[src/rtl/nirq_pkg.sv]
package nirq_pkg;

  localparam int STATUS_W = 32;
  localparam int BIT_W    = $clog2(STATUS_W);

  typedef enum logic [1:0] {
    CH_SMALL4 = 2'd0,
    CH_SMALL2 = 2'd1,
    CH_LARGE  = 2'd2,
    CH_LARGEB = 2'd3
  } chassisE;

  typedef enum logic [2:0] {
    RD_NONE, RD_LANE3, RD_LANE2, RD_LANE1, RD_LANE0, RD_WORD0, RD_WORD1, RD_PLAT
  } rdSelE;

  typedef struct packed {
    logic ok;
    logic regSel;
    logic [5:0] base;
  } slotMapT;

  typedef struct packed {
    logic             setEn;
    logic             setReg;
    logic [BIT_W-1:0] setBit;
    logic             clrEn;
    logic             clrReg;
    logic [BIT_W-1:0] clrBit;
    rdSelE            rdSel;
  } strobeT;

  function automatic logic isLarge(input chassisE mode);
    return (mode == CH_LARGE) || (mode == CH_LARGEB);
  endfunction

  // Slot map; the bases are fixed by the board wiring.
  function automatic slotMapT mapSlot(input chassisE mode, input logic [2:0] slot);
    slotMapT m;
    m = '0;
    if (isLarge(mode)) begin
      m.ok = 1'b1;
      case (slot)
        3'd0: begin m.regSel = 1'b1; m.base = 6'd0; end
        3'd1: m.base = 6'd24;
        3'd2: m.base = 6'd16;
        3'd3: m.base = 6'd28;
        3'd4: m.base = 6'd20;
        3'd5: m.base = 6'd8;
        3'd6: m.base = 6'd0;
        default: m.ok = 1'b0;
      endcase
    end else begin
      m.ok = (slot < 3'd2) || (mode == CH_SMALL4 && slot < 3'd4);
      case (slot)
        3'd0: m.base = 6'd16;
        3'd1: m.base = 6'd24;
        3'd2: m.base = 6'd0;
        3'd3: m.base = 6'd8;
        default: m.base = 6'd0;
      endcase
    end
    return m;
  endfunction

  function automatic logic [7:0] platformCode(input chassisE mode);
    case (mode)
      CH_SMALL4: return 8'h00;
      CH_SMALL2: return 8'h80;
      default:   return 8'h60;
    endcase
  endfunction

endpackage

[src/rtl/nirq_ctrl.sv]
module nirq_ctrl
  import nirq_pkg::*;
#(
  parameter int SLOT_W = 3,
  parameter int PORT_W = 5,
  parameter int ADDR_W = 18,
  parameter logic [ADDR_W-1:0] LANE_ADDR  = 18'h20000,
  parameter logic [ADDR_W-1:0] WORD0_ADDR = 18'h10010,
  parameter logic [ADDR_W-1:0] WORD1_ADDR = 18'h20010,
  parameter logic [ADDR_W-1:0] PLAT_ADDR  = 18'h30000
) (
  input  logic              clk,
  input  logic              rstN,
  input  chassisE           mode,
  input  logic              setValid,
  input  logic [SLOT_W-1:0] setSlot,
  input  logic [PORT_W-1:0] setPort,
  input  logic              clrValid,
  input  logic [SLOT_W-1:0] clrSlot,
  input  logic [PORT_W-1:0] clrPort,
  input  logic              rdEn,
  input  logic [ADDR_W-1:0] rdAddr,
  output strobeT            strb
);

  localparam int POS_W = ((PORT_W > 6) ? PORT_W : 6) + 1;

  slotMapT          setMap, clrMap;
  logic [POS_W-1:0] setPos, clrPos;

  always_comb begin
    setMap = mapSlot(mode, 3'(setSlot));
    clrMap = mapSlot(mode, 3'(clrSlot));
    setPos = POS_W'(setMap.base) + POS_W'(setPort);
    clrPos = POS_W'(clrMap.base) + POS_W'(clrPort);
  end

  always_comb begin
    strb.setEn  = setValid && setMap.ok && (setPos < POS_W'(STATUS_W));
    strb.setReg = setMap.regSel;
    strb.setBit = setPos[BIT_W-1:0];
    strb.clrEn  = clrValid && clrMap.ok && (clrPos < POS_W'(STATUS_W));
    strb.clrReg = clrMap.regSel;
    strb.clrBit = clrPos[BIT_W-1:0];
  end

  always_comb begin
    strb.rdSel = RD_NONE;
    if (rdEn) begin
      if (rdAddr == PLAT_ADDR) strb.rdSel = RD_PLAT;
      else if (isLarge(mode)) begin
        if (rdAddr == WORD0_ADDR)      strb.rdSel = RD_WORD0;
        else if (rdAddr == WORD1_ADDR) strb.rdSel = RD_WORD1;
      end else begin
        case (rdAddr)
          LANE_ADDR:                   strb.rdSel = RD_LANE3;
          LANE_ADDR + ADDR_W'(1):      strb.rdSel = RD_LANE2;
          LANE_ADDR + ADDR_W'(2):      strb.rdSel = RD_LANE1;
          LANE_ADDR + ADDR_W'(3):      strb.rdSel = RD_LANE0;
          default:                     strb.rdSel = RD_NONE;
        endcase
      end
    end
  end

  // small chassis never routes an event into word 1
  assert_small_word0_R4: assert property (@(posedge clk) disable iff (!rstN)
    (!isLarge(mode) && (strb.setEn || strb.clrEn)) |->
      ((!strb.setEn || !strb.setReg) && (!strb.clrEn || !strb.clrReg)));

  // slot codes beyond six never produce an event
  assert_unmapped_ignored_R6: assert property (@(posedge clk) disable iff (!rstN)
    (setValid && 3'(setSlot) == 3'd7) |-> !strb.setEn);

  // whole-word selects only occur in the large chassis
  assert_word_sel_mode_R10: assert property (@(posedge clk) disable iff (!rstN)
    (strb.rdSel == RD_WORD0 || strb.rdSel == RD_WORD1) |-> isLarge(mode));

endmodule

[src/rtl/nirq_datapath.sv]
module nirq_datapath
  import nirq_pkg::*;
(
  input  logic        clk,
  input  logic        rstN,
  input  chassisE     mode,
  input  strobeT      strb,
  output logic [31:0] rdData,
  output logic        netIrq
);

  localparam int NUM_REGS = 2;
  localparam int FLAT_W   = NUM_REGS * STATUS_W;

  logic [FLAT_W-1:0] statusFlat, setVec, clrVec;

  for (genvar r = 0; r < NUM_REGS; r++) begin : g_reg
    logic [STATUS_W-1:0] regQ, setMask, clrMask;
    assign setMask = (strb.setEn && strb.setReg == 1'(r)) ? (STATUS_W'(1) << strb.setBit) : '0;
    assign clrMask = (strb.clrEn && strb.clrReg == 1'(r)) ? (STATUS_W'(1) << strb.clrBit) : '0;
    always_ff @(posedge clk) begin
      if (!rstN) regQ <= '0;
      else       regQ <= (regQ & ~clrMask) | setMask;
    end
    assign statusFlat[r*STATUS_W +: STATUS_W] = regQ;
    assign setVec[r*STATUS_W +: STATUS_W]     = setMask;
    assign clrVec[r*STATUS_W +: STATUS_W]     = clrMask;
  end

  logic [STATUS_W-1:0] word0, word1;
  assign word0  = statusFlat[0 +: STATUS_W];
  assign word1  = statusFlat[STATUS_W +: STATUS_W];
  assign netIrq = (|word0) || (isLarge(mode) && (|word1));

  always_comb begin
    case (strb.rdSel)
      RD_LANE3: rdData = 32'(word0[31:24]);
      RD_LANE2: rdData = 32'(word0[23:16]);
      RD_LANE1: rdData = 32'(word0[15:8]);
      RD_LANE0: rdData = 32'(word0[7:0]);
      RD_WORD0: rdData = word0;
      RD_WORD1: rdData = word1;
      RD_PLAT:  rdData = 32'(platformCode(mode));
      default:  rdData = '0;
    endcase
  end

  // a set strobe always lands, even against a clear
  assert_set_lands_R2: assert property (@(posedge clk) disable iff (!rstN)
    (setVec != '0) |=> ((statusFlat & $past(setVec)) == $past(setVec)));

  // a clear without a competing set empties the bit
  assert_clear_empties_R3: assert property (@(posedge clk) disable iff (!rstN)
    ((clrVec != '0) && ((clrVec & setVec) == '0)) |=> ((statusFlat & $past(clrVec)) == '0));

  // bits not named by an event hold, whatever is read
  assert_untouched_hold_R11: assert property (@(posedge clk) disable iff (!rstN)
    1'b1 |=> (((statusFlat ^ $past(statusFlat)) & ~$past(setVec | clrVec)) == '0));

  // empty status never drives the interrupt
  assert_irq_quiet_R8: assert property (@(posedge clk) disable iff (!rstN)
    (statusFlat == '0) |-> !netIrq);

endmodule

[src/rtl/nirq_aggregator.sv]
module nirq_aggregator
  import nirq_pkg::*;
#(
  parameter int SLOT_W = 3,
  parameter int PORT_W = 5,
  parameter int ADDR_W = 18
) (
  input  logic              clk,
  input  logic              rstN,
  input  logic [1:0]        chassisMode,
  input  logic              setValid,
  input  logic [SLOT_W-1:0] setSlot,
  input  logic [PORT_W-1:0] setPort,
  input  logic              clrValid,
  input  logic [SLOT_W-1:0] clrSlot,
  input  logic [PORT_W-1:0] clrPort,
  input  logic              rdEn,
  input  logic [ADDR_W-1:0] rdAddr,
  output logic [31:0]       rdData,
  output logic              netIrq
);

  chassisE mode;
  strobeT  strb;
  assign mode = chassisE'(chassisMode);

  nirq_ctrl #(.SLOT_W(SLOT_W), .PORT_W(PORT_W), .ADDR_W(ADDR_W)) u_ctrl (
    .clk(clk), .rstN(rstN), .mode(mode),
    .setValid(setValid), .setSlot(setSlot), .setPort(setPort),
    .clrValid(clrValid), .clrSlot(clrSlot), .clrPort(clrPort),
    .rdEn(rdEn), .rdAddr(rdAddr), .strb(strb)
  );

  nirq_datapath u_dp (
    .clk(clk), .rstN(rstN), .mode(mode), .strb(strb),
    .rdData(rdData), .netIrq(netIrq)
  );

endmodule

[config.mk]
export PLATFORM = sky130hd
export DESIGN_NAME = nirq_aggregator
export DESIGN_NICKNAME = d
export VERILOG_FILES = /design/src/rtl/nirq_pkg.sv /design/src/rtl/nirq_ctrl.sv /design/src/rtl/nirq_datapath.sv /design/src/rtl/nirq_aggregator.sv
export SDC_FILE = /design/constraint.sdc
export NUM_CORES = 1
export LEC_CHECK = 0
export ABC_AREA = 1
export BUFFER_PORTS_ARGS = -buffer_cell sky130_fd_sc_hd__buf_4
export CORE_ASPECT_RATIO = 1.75
export CORE_MARGIN = 2
export CORE_UTILIZATION = 45
export CTS_CLUSTER_DIAMETER = 150
export DETAILED_ROUTE_END_ITERATION = 10
export GPL_TIMING_DRIVEN = 0
export PLACE_DENSITY = 0.66
export RECOVER_POWER = 100
export SLEW_MARGIN = 20
export SYNTH_ARGS = -nofsm -noshare
export SYNTH_HDL_FRONTEND = slang
export SYNTH_SLANG_ARGS = --single-unit
[constraint.sdc]
create_clock -name clk -period 5 [get_ports clk]
set_clock_uncertainty 0.15 [all_clocks]
set_input_delay 0.75 -clock clk [delete_from_list [all_inputs] [get_ports clk]]
set_output_delay 0.75 -clock clk [all_outputs]
set_load 0.02 [all_outputs]
# Yosys cells after proc, flatten, opt, wreduce, memory -nomap -nowiden
# Index checks and enable logic that the tools add are counted.
totals:
  mem_count: 0
  rom_bits: 0
  input_bits: 41
  out_inout_bits: 33
  latch_bits: 0
  ram_bits: 0
  reg_bits: 64
classes:
  n_lt_le_gt_ge: 6
  n_reduce_logical: 22
  add_sub_neg: 2
  div_mod_pow: 0
  n_mux: 26
  mul: 0
  n_bitwise: 8
  eq_ne: 29
  shifts: 2
ops:
  columns: ["op", "n"]
  rows:
  - ["$pmux W32 S7", 1]
  - ["$mux W32", 4]
  - ["$eq A18 B18 Y1 const B", 6]
  - ["$and A32 B32 Y32", 2]
  - ["$not A32 Y32", 2]
  - ["$or A32 B32 Y32", 2]
  - ["$reduce_or A32 Y1", 2]
  - ["$shl A1 B5 Y32 const A", 2]
  - ["$pmux W5 S5", 2]
  - ["$eq A3 B3 Y1 const B", 10]
  - ["$pmux W5 S3", 2]
  - ["$eq A18 B17 Y1 const B", 1]
  - ["$eq A3 B2 Y1 const B", 6]
  - ["$pmux W8 S2", 1]
  - ["$mux W3", 5]
  - ["$add A6 B5 Y7", 2]
  - ["$lt A7 B6 Y1 const B", 2]
  - ["$reduce_or A7 Y1", 2]
  - ["$mux W6", 2]
  - ["$pmux W3 S4", 1]
  - ["$logic_and A1 B1 Y1", 11]
  - ["$eq A3 B1 Y1 const B", 3]
  - ["$mux W1", 8]
  - ["$logic_not A3 Y1", 2]
  - ["other kinds (7)", 14]

# Logic depth before layout (Yosys ltp)
# Gate-level depths: netlist (run 1).
depth:
  ltp_word: 11
  ltp_mapped: 17
  depth_no_buf: 16

# Hierarchy
# Synthesis (run 1) repeated with hierarchy kept, for this count alone.
hier_totals:
  hier_cells: 697
  hier_area_um2: 4411.7
modules_own_cells:
  columns: ["module", "n_inst", "area_per_inst_um2", "seq_area_each_um2", "cells_per_inst"]
  rows:
  - ["nirq_datapath", 1, 3826.2, 1281.2, 595]
  - ["nirq_ctrl", 1, 585.6, 0.0, 102]

# Worst setup path after synthesis (run 1)
# OpenSTA, ideal clock, no wires.
synth_path:
  kind: "in2out"
  startpoint: "input rdAddr[15]"
  endpoint: "output rdData[14]"
  n_path_buf: 0
  required_time_ns: 4.100
  setup_slack_ns: 1.808
  path_stages: 11
  t_arrival_ns: 2.292
  path_cell_list: "nor2_1 -> nand2_2 -> nor2_8 -> nand3_1 -> nand2_4 -> inv_4 -> nand2_8 -> nand2_4 -> nor2_4 -> nand2_4 -> o21ai_0"
synth_via:
  elab_chain_cells: 8
  word_cells_on_any_way: 21
  cone_classes: "eq/ne: 14; mux: 7"
synth_lines:
  columns: ["element", "line", "rtl"]
  rows:
  - ["start: declaration", "nirq_aggregator.sv:18", "input logic [ADDR_W-1:0] rdAddr,"]
  - ["$eq A18 B18 Y1", "nirq_ctrl.sv:53", "else if (rdAddr == WORD1_ADDR) strb.rdSel = RD_WORD1;"]
  - ["$mux W3", "nirq_ctrl.sv:53", null]
  - ["$mux W3", "nirq_ctrl.sv:52", "if (rdAddr == WORD0_ADDR) strb.rdSel = RD_WORD0;"]
  - ["$mux W3", "nirq_ctrl.sv:51", "else if (isLarge(mode)) begin"]
  - ["$mux W3 (*)", "nirq_ctrl.sv:50", "if (rdAddr == PLAT_ADDR) strb.rdSel = RD_PLAT;"]
  - ["$mux W3 (*)", "nirq_ctrl.sv:49", "if (rdEn) begin"]
  - ["$eq A3 B3 Y1, or another cell as far along", null, null]
  - ["$pmux W32 S7 (*)", "nirq_datapath.sv:36", "case (strb.rdSel)"]
  - ["end: declaration", "nirq_aggregator.sv:19", "output logic [31:0] rdData,"]
# Every way passes the cells marked *; elsewhere a longest branch is shown, timed or not.

# Worst setup path in the final report (run 1)
layout_path:
  startpoint: "input rdAddr[3]"
  endpoint: "output rdData[10]"
# Same word-level chain as after synthesis.

==> results_dict.tcl, run 1 <==
set metrics [dict create \
    clk_latency_ns 0.33 \
    postRouteWirelength_mm 19.3 \
    cts_tree "yes" \
    worst_pin_slew_ns 0.750 \
    slew_headroom 0.498 \
    ir_drop_mv 0.251 \
    leakagePower_nw 2.01 \
    crit_fanout 10 \
    drive_gt1_frac 0.133 \
    wire_per_inst_um 21.0 \
    startpoint_type "input pin" \
    hp-class "reg2reg" \
    dieArea_sq_mm 0.0109 \
    top_register "u_dp.g.regQ" \
    drtAntennaViolNets 0 \
    cp_cell_sequence "buf_4, nor2_4, nand2_1, nor2_1, nand3_1, nand2_4, inv_4, nand2_8, nand2_4, nor2_1, nand2_1, buf_6, o21ai_2, clkbuf_1" \
    io_buffer_count 71 \
    met3_usage 0.0482 \
    slowest_delay_ns 0.46 \
    multiInputGateArea_sq_mm 0.00281 \
    root_buffer "clkbuf_16" \
    grt_pass1_wl_mm 28.8 \
    fillers 1023 \
    gp_congestion 1.04 \
    critPathCaptureType "primary output" \
    start_util 0.460 \
    cts_hold_buf 0 \
    cts-buffers-inserted 9 \
    coreArea_sq_mm 0.00985 \
    synth_top_area_share 0.283 \
    min_period_ns 4.25 \
    htree_num_levels 3 \
    top_usage_layer "met2" \
    status "finished clean" \
    clk_pin_slew_ns 0.05 \
    vias 5510 \
    timing.rr.start "u_dp.g_reg[0].regQ[13]$_SDFF_PN0_" \
    reg2regPathDepth 2 \
    r2r_slack_ns 3.95 \
    critPathTopFamily "simple AND/OR/NAND/NOR gates" \
    yosysSeqAreaShare 0.283 \
    p_per_area_mw_per_mm2 249 \
    grt_pass1_vias 5256 \
    grt_max_degree 12 \
    antenna_found_initial 0 \
    drv_cap 0 \
    cts_max_path_buffers 2 \
    cpMaxStageDelayCell "nand2_1" \
    num_rows 48 \
    seq_area_sq_mm 0.00128 \
    synth_area_leaders "dfxtp_1, nand2_1, o21ai_0" \
    synth_cell_type_count 38 \
    syn_avg_cell_area_sq_um 6.39 \
    crit_cells 14 \
    post_cts_buffers 0 \
    path_class "in2out" \
    fp.dieH_um 137 \
    num_antenna_cells 0 \
    rsz0062_at_grt "false" \
    arrival_ns 3.35 \
    fin_nets 844 \
    netlist_instances 709 \
    ys_warn_count 0 \
    first_pass_iters 5 \
    crit_path_start "rdAddr[3]" \
    postCtsResizedCells 0 \
    met2_usage 0.663 \
    drtIter0Drc 552 \
    holdCritStartpoint "u_dp.g_reg[0].regQ[22]$_SDFF_PN0_" \
    use_met1 0.359 \
    synth_nets 762 \
    route.detailed.drc 0 \
    track_usage 0.359 \
    pin_count 74 \
    r2r_end "u_dp.g_reg[0].regQ[13]$_SDFF_PN0_" \
    viasPerCell 5.98 \
    syn_area_sq_mm 0.00453 \
    clock.fmax_mhz 235 \
    crit_buf_inv 4 \
    fp.dieW_um 79.9 \
    finalSetupTns_ns 0 \
    crit_path_end "rdData[10]" \
    place_area_sq_mm 0.00522 \
    timing.final.crit_share 0.851 \
    numClockSinks 64 \
    yosys.area.top_type "dfxtp_1" \
    finalHoldViolCount 0 \
    stdcell_area_sq_mm 0.00537 \
    crit_required_ns 4.10 \
    final_max_slew_viol_count 0 \
    area_delta_synth_final_pct 18.6 \
    largest_reg_flops 64 \
    reg_top3 "u_dp.g.regQ x64" \
    grt-ovfl-total 0 \
    setup_violations 0 \
    dp_hpwl_mm 15.4 \
    ys_ff_latch 64 \
]
## metrics by stage
stage / worst slack [ns] / instances / power [mW] / hold slack (ns) / util
3_3_place_gp: 1.18 / 905 / 0.765 / 0.326 / 0.530
4_1_cts: 1.43 / 921 / 1.34 / 0.342 / 0.557
2_1_floorplan: 1.81 / 709 / 0.673 / 0.312 / -
3_5_place_dp: 1.12 / 905 / 0.769 / 0.335 / 0.530
6_report: 0.745 / 921 / 1.34 / 0.340 / 0.546
5_1_grt: 0.596 / 921 / 1.38 / 0.367 / 0.546
## placed cells by master (no fill, tap or decap), types with 8 or more instances in the layout
| cell | Yosys | layout |
|---|---|---|
| a21oi_1 | 67 | 67 |
| buf_4 | 3 | 53 |
| clkbuf_1 | 23 | 53 |
| clkbuf_16 | 0 | 9 |
| dfxtp_1 | 64 | 64 |
| ha_1 | 10 | 10 |
| inv_1 | 57 | 57 |
| nand2_1 | 148 | 150 |
| nand3_1 | 40 | 40 |
| nand4_1 | 45 | 45 |
| nor2_1 | 78 | 80 |
| nor4_1 | 17 | 17 |
| o21ai_0 | 85 | 85 |
| o21ai_2 | 8 | 8 |
## per-layer routing
layer	share of wire	vias up
li1	-	2588
met3	0.061	87
met5	0	-
met1	0.34	2552
met4	0.082	0
met2	0.51	283
## area by class of cell
class	count	share of cell area
timing repair buffer	71	0.0845
clock inverter	5	0.00629
inverter	61	0.0431
tap	125	0.0291
clock buffer	11	0.0433
multi-input combinational	546	0.522
buffer	38	0.0333
sequential	64	0.238
## how the worst min path moves through the flow
stage                                   endpoint  slack [ns]  cells past startpoint
2_1_floorplan  u_dp.g_reg[1].regQ[20]$_SDFF_PN0_        0.31                      2
3_3_place_gp   u_dp.g_reg[1].regQ[18]$_SDFF_PN0_        0.33                      2
3_5_place_dp   u_dp.g_reg[0].regQ[10]$_SDFF_PN0_        0.33                      2
4_1_cts        u_dp.g_reg[0].regQ[10]$_SDFF_PN0_        0.34                      2
5_1_grt         u_dp.g_reg[0].regQ[3]$_SDFF_PN0_        0.37                      2
6_report       u_dp.g_reg[0].regQ[22]$_SDFF_PN0_        0.34                      2
## cell families (layout without fill, tap and decap cells)
kind of cell	count (synthesis)	after routing	synth area share
simple gates	363	363	0.384
compound gates	169	169	0.199
buf+inv	99	186	0.0939
flops	64	64	0.283
fa+ha+maj	12	12	0.0364
xor+xnor	2	2	0.00387
## cell usage after synthesis
cell      count
nand3b_2      1
nand4_2       1
buf_6         4
o22ai_2       2
a211oi_1      1
nand2_1     148
nor2_4        4
inv_2         3
or3_1         1
clkbuf_1     23
buf_4         3
o21ai_0      85
fa_1          2
buf_2         8
a31oi_1       2
nor4_1       17
o21ai_2       8
o21a_1        1
nor3_1        7
nand3_1      40
nand2_8       1
nor2_2        6
nor3b_1       2
nor2_8        1
ha_1         10
a21oi_1      67
nor2_1       78
o31ai_1       2
o21ai_1       1
xor2_1        2
nand2_2       3
inv_1        57
dfxtp_1      64
nand4_1      45
inv_4         1
nand3_2       4
nand3b_1      1
nand2_4       3
## worst min-delay path, stage by stage (launching register included)
cell and delay, ns:
dfxtp_1 0.32, o21ai_0 0.07, a21oi_1 0.06
## where the power goes
| group | internal, mW | switching (mW) | total, mW |
|---|---|---|---|
| Clock | 0.335 | 0.245 | 0.579 |
| Combinational | 0.0660 | 0.177 | 0.243 |
| Sequential | 0.514 | 0.00465 | 0.518 |
| Total | 0.914 | 0.426 | 1.34 |
No activity file was read; power rests on OpenSTA's default activity.
==> run 2: changes to the inputs <==
--- a/config.mk
+++ b/config.mk
@@ -7,13 +7,16 @@
 export LEC_CHECK = 0
 export ABC_AREA = 1
 export BUFFER_PORTS_ARGS = -buffer_cell sky130_fd_sc_hd__buf_4
+export CELL_PAD_IN_SITES_DETAIL_PLACEMENT = 0
+export CELL_PAD_IN_SITES_GLOBAL_PLACEMENT = 1
 export CORE_ASPECT_RATIO = 1.75
 export CORE_MARGIN = 2
-export CORE_UTILIZATION = 45
+export CORE_UTILIZATION = 43
 export CTS_CLUSTER_DIAMETER = 150
+export CTS_CLUSTER_SIZE = 28
 export DETAILED_ROUTE_END_ITERATION = 10
 export GPL_TIMING_DRIVEN = 0
-export PLACE_DENSITY = 0.66
+export PLACE_DENSITY = 0.86
 export RECOVER_POWER = 100
 export SLEW_MARGIN = 20
 export SYNTH_ARGS = -nofsm -noshare
==> run 2 against run 1 <==
Effect of this change: sequential cell count stayed put; cell count is 0.22% higher; power is 14% higher; first-iteration DRC count is 14% lower; count of clock-buffer cells in the layout is 1 higher; sequential power hardly changed; die area is 4.5% higher; design area is 2.0% higher; critical path type unchanged; highest routed layer unchanged.
==> results_dict.tcl, run 2 (synthesized netlist as in run 1, its figures left out) <==
set metrics [dict create \
    antenna_found_initial 0 \
    post-route-util 0.532 \
    cpMaxStageDelayCell "nand2_1" \
    clk_latency_ns 0.33 \
    dp.cells 907 \
    grt-ovfl-total 0 \
    pin_count 74 \
    vias 5431 \
    slowest_delay_ns 0.47 \
    drtAntennaViolNets 0 \
    root_buffer "clkbuf_16" \
    dieArea_sq_mm 0.0114 \
    instances_no_fill 923 \
    ir_drop_mv 0.267 \
    fp.dieH_um 140 \
    startpoint_type "input pin" \
    top_usage_layer "met2" \
    postRouteWirelength_mm 19.0 \
    finalSetupTns_ns 0 \
    drive_gt1_frac 0.138 \
    layout_setup_ws_ns 0.774 \
    numClockSinks 64 \
    top_register "u_dp.g.regQ" \
    clk_pin_slew_ns 0.05 \
    cts_hold_buf 0 \
    grt_max_degree 12 \
    cp_cell_sequence "buf_4, nor2_4, nand2_2, nor2_2, nand3_1, nand2_4, inv_4, nand2_8, nand2_4, nor2_1, nand2_1, o21ai_0, clkbuf_1" \
    critPathTopFamily "simple AND/OR/NAND/NOR gates" \
    cts_tree "yes" \
    layout_common_cells "nand2_1, o21ai_0, nor2_1" \
    critPathCaptureType "primary output" \
    slew_headroom 0.507 \
    met2_usage 0.601 \
    worst_pin_slew_ns 0.734 \
    finalHoldViolCount 0 \
    io_buffer_count 71 \
    coreArea_sq_mm 0.0103 \
    grt_pass1_vias 5137 \
    largest_reg_flops 64 \
    path_common_cell "nand2_4" \
    fp.dieW_um 81.6 \
    num_rows 49 \
    status "finished clean" \
    route.detailed.drc 0 \
    setup_violations 0 \
    gp_congestion 0.977 \
    whs_ns 0.345 \
    final_max_slew_viol_count 0 \
    track_usage 0.338 \
    cts-buffers-inserted 9 \
    drtIter0Drc 475 \
    use_met1 0.348 \
    post_cts_buffers 0 \
    clock.fmax_mhz 237 \
    reg_top3 "u_dp.g.regQ x64" \
    timing.final.crit_share 0.845 \
    cts_max_path_buffers 2 \
    crit_fanout 8 \
    dpl_worst_slack_ns 1.06 \
    first_pass_iters 5 \
    start_util 0.440 \
    layout_commonest_cell "nand2_1" \
    viasPerCell 5.88 \
    rsz0062_at_grt "false" \
    crit_required_ns 4.10 \
    postCtsResizedCells 0 \
    htree_num_levels 3 \
    dp_hpwl_mm 15.4 \
    min_period_ns 4.23 \
    area_delta_synth_final_pct 20.9 \
    num_antenna_cells 0 \
    met3_usage 0.0396 \
    arrival_ns 3.33 \
    grt_pass1_wl_mm 28.2 \
    crit_buf_inv 3 \
    fin_nets 844 \
    wire_per_inst_um 20.6 \
    leakagePower_nw 2.06 \
    p_per_area_mw_per_mm2 279 \
    drv_cap 0 \
    hp-class "reg2reg" \
    path_class "in2out" \
]
run 2: cell types whose count changed in the layout (fill, tap and decap cells not counted), sizes merged:
cell,previous run,this run
bufinv,0,3
clkinv,3,1
clkinvlp,2,0
clkbuf,62,63
run 2: power breakdown:
part / internal (mW) / total [mW] / switching (mW)
Combinational: 0.0663 / 0.244 / 0.177
Clock: 0.529 / 0.767 / 0.239
Sequential: 0.514 / 0.518 / 0.00469
run 2: worst reg2reg max path, delay by kind of cell (launching register included):
| family | cells | cell delay [ns] |
|---|---|---|
| DFF | 1 | 0.53 |
| AOI/OAI and AO/OA | 2 | 0.30 |
run 2: area by class of cell:
cell class,count,area [sq um]
Fill cell,1114,4820
Buffer,38,180
Multi-Input combinational cell,546,2810
Timing Repair Buffer,71,454
Sequential cell,64,1280
Clock inverter,4,98.8
Inverter,61,231
Tap cell,127,159
Clock buffer,12,267
run 2: path summary, 6_finish.rpt:
check / startpoint / depth (start not counted) / slack (ns) / end
min: u_dp.g_reg[0].regQ[8]$_SDFF_PN0_ / 2 / 0.35 / u_dp.g_reg[0].regQ[8]$_SDFF_PN0_
max: rdAddr[3] / 13 / 0.77 / rdData[28]
max reg2reg: u_dp.g_reg[0].regQ[15]$_SDFF_PN0_ / 2 / 3.94 / u_dp.g_reg[0].regQ[15]$_SDFF_PN0_
min reg2reg: u_dp.g_reg[0].regQ[8]$_SDFF_PN0_ / 2 / 0.35 / u_dp.g_reg[0].regQ[8]$_SDFF_PN0_
run 2: per-layer routing:
| metal | vias to the layer above | wire length [um] |
|---|---|---|
| met5 | - | 0 |
| met4 | 0 | 1580 |
| met3 | 72 | 896 |
| met1 | 2535 | 6720 |
| met2 | 245 | 9800 |
| li1 | 2579 | - |
run 2: metrics by stage:
stage / power, mW / instance area, sq um
2_1_floorplan: 0.673 / 4530
3_5_place_dp: 0.770 / 5220
6_report: 1.53 / 5480
5_1_grt: 1.58 / 5480
3_3_place_gp: 0.767 / 5220
4_1_cts: 1.53 / 5590
